===== config.mk =====
export PLATFORM = sky130hd
export DESIGN_NAME = buck_gate_timer
export DESIGN_NICKNAME = d
export VERILOG_FILES = /design/src/rtl/bgt_pkg.sv /design/src/rtl/bgt_tick.sv /design/src/rtl/bgt_phase.sv /design/src/rtl/bgt_drive.sv /design/src/rtl/buck_gate_timer.sv
export SDC_FILE = /design/constraint.sdc
export NUM_CORES = 1
export LEC_CHECK = 0
export BUFFER_PORTS_ARGS = -buffer_cell sky130_fd_sc_hd__buf_2
export CAP_MARGIN = 20
export CORE_UTILIZATION = 38
export CTS_CLUSTER_DIAMETER = 80
export DETAILED_ROUTE_END_ITERATION = 12
export GPL_TIMING_DRIVEN = 0
export SLEW_MARGIN = 30
export SYNTH_ARGS = -nofsm -noshare
export SYNTH_HDL_FRONTEND = slang
export SYNTH_SLANG_ARGS = --single-unit

===== constraint.sdc =====
create_clock -name clk -period 3.5 [get_ports clk]
set_input_delay 0.175 -clock clk [delete_from_list [all_inputs] [get_ports clk]]
set_output_delay 0.175 -clock clk [all_outputs]
set_load 0.02 [all_outputs]

===== src/rtl/bgt_pkg.sv =====
package bgt_pkg;

  typedef enum logic [2:0] {
    PH_IDLE   = 3'd0,
    PH_GAP_HI = 3'd1,
    PH_HIGH   = 3'd2,
    PH_GAP_LO = 3'd3,
    PH_LOW    = 3'd4
  } phase_e;

  // true on the last cycle of a window of lim cycles counted from zero
  function automatic logic count_reached(input int cnt, input int lim);
    return (cnt + 1) >= lim;
  endfunction

  // a pulse may start unless light-load mode sees the output above regulation
  function automatic logic fire_allowed(input logic light, input logic above);
    return !(light && above);
  endfunction

endpackage


===== src/rtl/bgt_tick.sv =====
module bgt_tick #(
  parameter int W = 8
) (
  input  logic         clk,
  input  logic         rst_n,
  input  logic         clr,
  input  logic         run,
  output logic [W-1:0] cnt
);
  always_ff @(posedge clk or negedge rst_n) begin
    if (!rst_n)                  cnt <= '0;
    else if (clr)                cnt <= '0;
    else if (run && cnt != '1)   cnt <= cnt + 1'b1;
  end
endmodule


===== src/rtl/bgt_phase.sv =====
module bgt_phase
  import bgt_pkg::*;
(
  input  logic   clk,
  input  logic   rst_n,
  input  logic   enable,
  input  logic   osc_edge,
  input  logic   light_mode,
  input  logic   ton_done,
  input  logic   ilim,
  input  logic   light_thr,
  input  logic   izero,
  input  logic   out_high,
  input  logic   dead_done,
  input  logic   on_max,
  output phase_e phase,
  output logic   phase_chg
);
  phase_e nxt;
  logic   fire_ok;
  logic   hi_stop;

  assign fire_ok = fire_allowed(light_mode, out_high);
  assign hi_stop = ilim || on_max || (light_mode ? light_thr : ton_done);

  always_comb begin
    nxt = phase;
    if (!enable) begin
      nxt = PH_IDLE;
    end else begin
      case (phase)
        PH_IDLE:   if (osc_edge && fire_ok) nxt = PH_GAP_HI;
        PH_GAP_HI: if (dead_done) nxt = PH_HIGH;
        PH_HIGH:   if (hi_stop) nxt = PH_GAP_LO;
        PH_GAP_LO: begin
          if (osc_edge && fire_ok) nxt = PH_GAP_HI;
          else if (dead_done)      nxt = PH_LOW;
        end
        PH_LOW: begin
          if (osc_edge && fire_ok)   nxt = PH_GAP_HI;
          else if (osc_edge || izero) nxt = PH_IDLE;
        end
        default: nxt = PH_IDLE;
      endcase
    end
  end

  always_ff @(posedge clk or negedge rst_n) begin
    if (!rst_n) phase <= PH_IDLE;
    else        phase <= nxt;
  end

  assign phase_chg = (nxt != phase);
endmodule


===== src/rtl/bgt_drive.sv =====
module bgt_drive
  import bgt_pkg::*;
(
  input  phase_e phase,
  input  logic   enable,
  input  logic   ilim,
  output logic   gate_hi,
  output logic   gate_lo
);
  // current limit and disable cut the drives without waiting for a clock edge
  assign gate_hi = enable && !ilim && (phase == PH_HIGH);
  assign gate_lo = enable && (phase == PH_LOW);
endmodule


===== src/rtl/buck_gate_timer.sv =====
module buck_gate_timer
  import bgt_pkg::*;
#(
  parameter int DEAD_CYC   = 4,
  parameter int MAX_ON_CYC = 40
) (
  input  logic clk,
  input  logic rst_n,
  input  logic enable,
  input  logic osc_edge,
  input  logic light_mode,
  input  logic ton_done,
  input  logic ilim,
  input  logic light_thr,
  input  logic izero,
  input  logic out_high,
  output logic gate_hi,
  output logic gate_lo
);
  localparam int CNT_MAX = (MAX_ON_CYC > DEAD_CYC) ? MAX_ON_CYC : DEAD_CYC;
  localparam int CW      = $clog2(CNT_MAX + 1);

  phase_e        phase;
  logic          phase_chg;
  logic [CW-1:0] dead_cnt;
  logic [CW-1:0] on_cnt;
  logic          in_gap;
  logic          in_high;
  logic          dead_done;
  logic          on_max;

  assign in_gap    = (phase == PH_GAP_HI) || (phase == PH_GAP_LO);
  assign in_high   = (phase == PH_HIGH);
  assign dead_done = count_reached(32'(dead_cnt), DEAD_CYC);
  assign on_max    = count_reached(32'(on_cnt), MAX_ON_CYC);

  bgt_tick #(.W(CW)) u_dead (
    .clk(clk), .rst_n(rst_n), .clr(phase_chg), .run(in_gap), .cnt(dead_cnt)
  );

  bgt_tick #(.W(CW)) u_on (
    .clk(clk), .rst_n(rst_n), .clr(phase_chg), .run(in_high), .cnt(on_cnt)
  );

  bgt_phase u_phase (
    .clk(clk), .rst_n(rst_n), .enable(enable), .osc_edge(osc_edge),
    .light_mode(light_mode), .ton_done(ton_done), .ilim(ilim),
    .light_thr(light_thr), .izero(izero), .out_high(out_high),
    .dead_done(dead_done), .on_max(on_max), .phase(phase), .phase_chg(phase_chg)
  );

  bgt_drive u_drive (
    .phase(phase), .enable(enable), .ilim(ilim),
    .gate_hi(gate_hi), .gate_lo(gate_lo)
  );
endmodule


==> qor.yml <==
grt:
  grt_pass1_wl_mm: 4.11
  grt.total_usage_pct: 16.3
  grt_pass1_vias: 928
  grt_overflow: 0
  antenna_found_initial: 0
  grt_max_degree: 16
power:
  vdd_drop_max_uv: 92.3
  p_leak_nw: 0.516
  p_per_area_mw_per_mm2: 261
finish:
  n_fill_cell: 284
  seq_area_um2: 375
  drive_gt1_share_pct: 28.2
  fin_nets: 155
  syn_to_final_growth_pct: 11.1
  postLayoutCellArea_mm2: 0.00130
  multi_input_area_um2: 744
  antenna_cells: 0
  layout_commonest_cell: "nand2_1"
  final_cell_mix: "16 x nand2_1, 15 x dfrtp_1, 11 x nand3_1, 11 x buf_2, 10 x nor2_1"
synth:
  synthArstFlopShare_pct: 100
  synth-edff-count: 0
  syn_inst: 126
  yosysSeqAreaShare_pct: 32.0
  netlist_top_cells_area: "dfrtp_1 32%, nand2_1 5.1%, nand3_1 4.7%"
  mappedNetlistArea_mm2: 0.00117
  synth_nets: 138
  syn_area_per_cell_um2: 9.30
  ys_types: 45
  synth-main-ff-cell: "dfrtp_1"
  synth_top_area_share_pct: 32.0
  yosys_warnings: 0
  yosys.area.top_type: "dfrtp_1"
  synth-seq-cells: 15
outcome:
  violations: "DRC"
  status: "finished with violations"
sta:
  slew_headroom_pct: 68.5
  slew_violations: 0
  report.final.setup_viol: 0
  clock_skew_ns: 0.000478
  setup-tns-final_ns: 0
  rsz0062_at_grt: "no"
  worst_pin_slew_ns: 0.471
  hold_violations: 0
  whs_ns: 0.175
  min_period_over_period_pct: 65.0
  fin_crit_ns: 2.27
  fmax_mhz: 440
cts:
  htreeDepth: 1
  clock_latency_ns: 0.28
  post_cts_resized: 0
  root_buffer: "clkbuf_4"
  cts_inserted_buffers: 3
  hold_buffers: 1
  cts_sinks: 15
  clock_tree.buffer_depth: 2
  cts.clk_slew.worst_paths_ns: 0.09
  cts_tree: "done"
  postCtsSetupBuffers: 0
worst_setup_path:
  crit_fanout: 10
  cp.arrival_ns: 2.48
  critPathRequiredTime_ns: 3.71
  worstSetupStartpointType: "register"
  cp-end-kind: "register"
  path_class: "register to register"
place:
  dpl_cell_area_mm2: 0.00127
  io_buffers: 11
  dpl.hpwl_mm: 1.84
  gp_congestion: 0.821
job:
  maxCapViolCount: 0
floorplanning:
  fp.dieH_um: 57.5
  dieArea_mm2: 0.00331
  io_pins: 12
  die_x_um: 57.5
  core_area_mm2: 0.00283
  rows: 19
  start_util_pct: 41.4
detailed_routing:
  drtPass1Iterations: 8
  drt-total-wl_mm: 2.45
  drtIter0Drc: 59
  vias: 992
  viasPerCell: 5.73
  drc: 4
  wire_per_inst_um: 14.2
  drtAntennaViolNets: 0
hold_path:
  hold_path.class: "input pin to register"
## worst paths after layout
| path | slack [ns] | to | from | depth (start not counted) |
|---|---|---|---|---|
| max in group asynchronous | 2.92 | u_phase.phase[2]$_DFF_PN0_ | rst_n | 2 |
| worst max register to register | 1.23 | u_dead.cnt[1]$_DFFE_PN0P_ | u_dead.cnt[0]$_DFFE_PN0P_ | 7 |
| worst min-delay path | 0.17 | u_phase.phase[2]$_DFF_PN0_ | izero | 3 |
| worst max-delay path | 1.23 | u_dead.cnt[1]$_DFFE_PN0P_ | u_dead.cnt[0]$_DFFE_PN0P_ | 7 |
| min in group asynchronous | 0.32 | u_on.cnt[1]$_DFFE_PN0P_ | rst_n | 2 |
| worst min register to register | 0.53 | u_dead.cnt[0]$_DFFE_PN0P_ | u_dead.cnt[0]$_DFFE_PN0P_ | 1 |
## metal layers
metal  global-route usage (%)  part of all wire (%)
met1                     23.7                    52
met2                     23.8                    43
met3                     2.72                   3.0
met4                     6.97                   2.1
met5                        0                     0
## area by class of cell
| cell class | instances | area share (%) |
|---|---|---|
| tap | 31 | 2.98 |
| timing repair buffer | 12 | 5.00 |
| multi-input combinational | 104 | 57.2 |
| buffer | 5 | 3.46 |
| inverter | 2 | 0.576 |
| sequential | 15 | 28.8 |
| clock buffer | 4 | 2.02 |
## sequential cells by signal, indices dropped and copies added (netlist names)
name,cells
u_dead.cnt,6
u_on.cnt,6
u_phase.phase,3
## cells in the mapped netlist, types with 3 or more instances
| cell type | instances |
|---|---|
| nor3_2 | 5 |
| xnor2_1 | 3 |
| nand2_1 | 16 |
| or3_1 | 3 |
| nor3_1 | 4 |
| nand3_1 | 11 |
| mux2i_1 | 4 |
| nor2_1 | 10 |
| dfrtp_1 | 15 |
| a21oi_1 | 8 |
| buf_6 | 3 |
| o21ai_0 | 5 |
## kinds of logic (layout without fill, tap and decap cells)
family                     after synthesis  in the layout  share of synthesized area, %
and+or+nand+nor                         59             59                          28.6
buffers and inverters                    7             23                          4.48
muxes                                    5              5                          4.38
adders and majority gates                2              2                          2.13
DFF                                     15             15                          32.0
xor gates and xnor gates                 5              5                          5.34
AOI/OAI and AO/OA                       33             33                          23.1
## where the power goes
| part | internal, mW | switching [mW] |
|---|---|---|
| clock network | 0.0442 | 0.0564 |
| logic | 0.0224 | 0.0378 |
| registers | 0.176 | 0.00305 |
| total | 0.243 | 0.0972 |
## per-stage QoR
stage                     std cells  setup slack (ns)  power (mW)  util [%]
final                           173              1.23       0.340      46.0
after global routing            173              1.10       0.360      46.0
after CTS                       173              1.22       0.347      46.0
after detailed placement        168              1.25       0.243      44.8
after global placement          168              1.29       0.241      44.8
after floorplan                 126              1.45       0.223         -
## critical path, cell delays in order (launching register included)
cell	delay, ns
dfrtp_1	0.41
ha_1	0.27
or2_2	0.30
o21ai_2	0.10
a32oi_2	0.16
a31oi_4	0.38
mux2_2	0.40
o22ai_1	0.17
No activity file was read; power rests on OpenSTA's default activity.
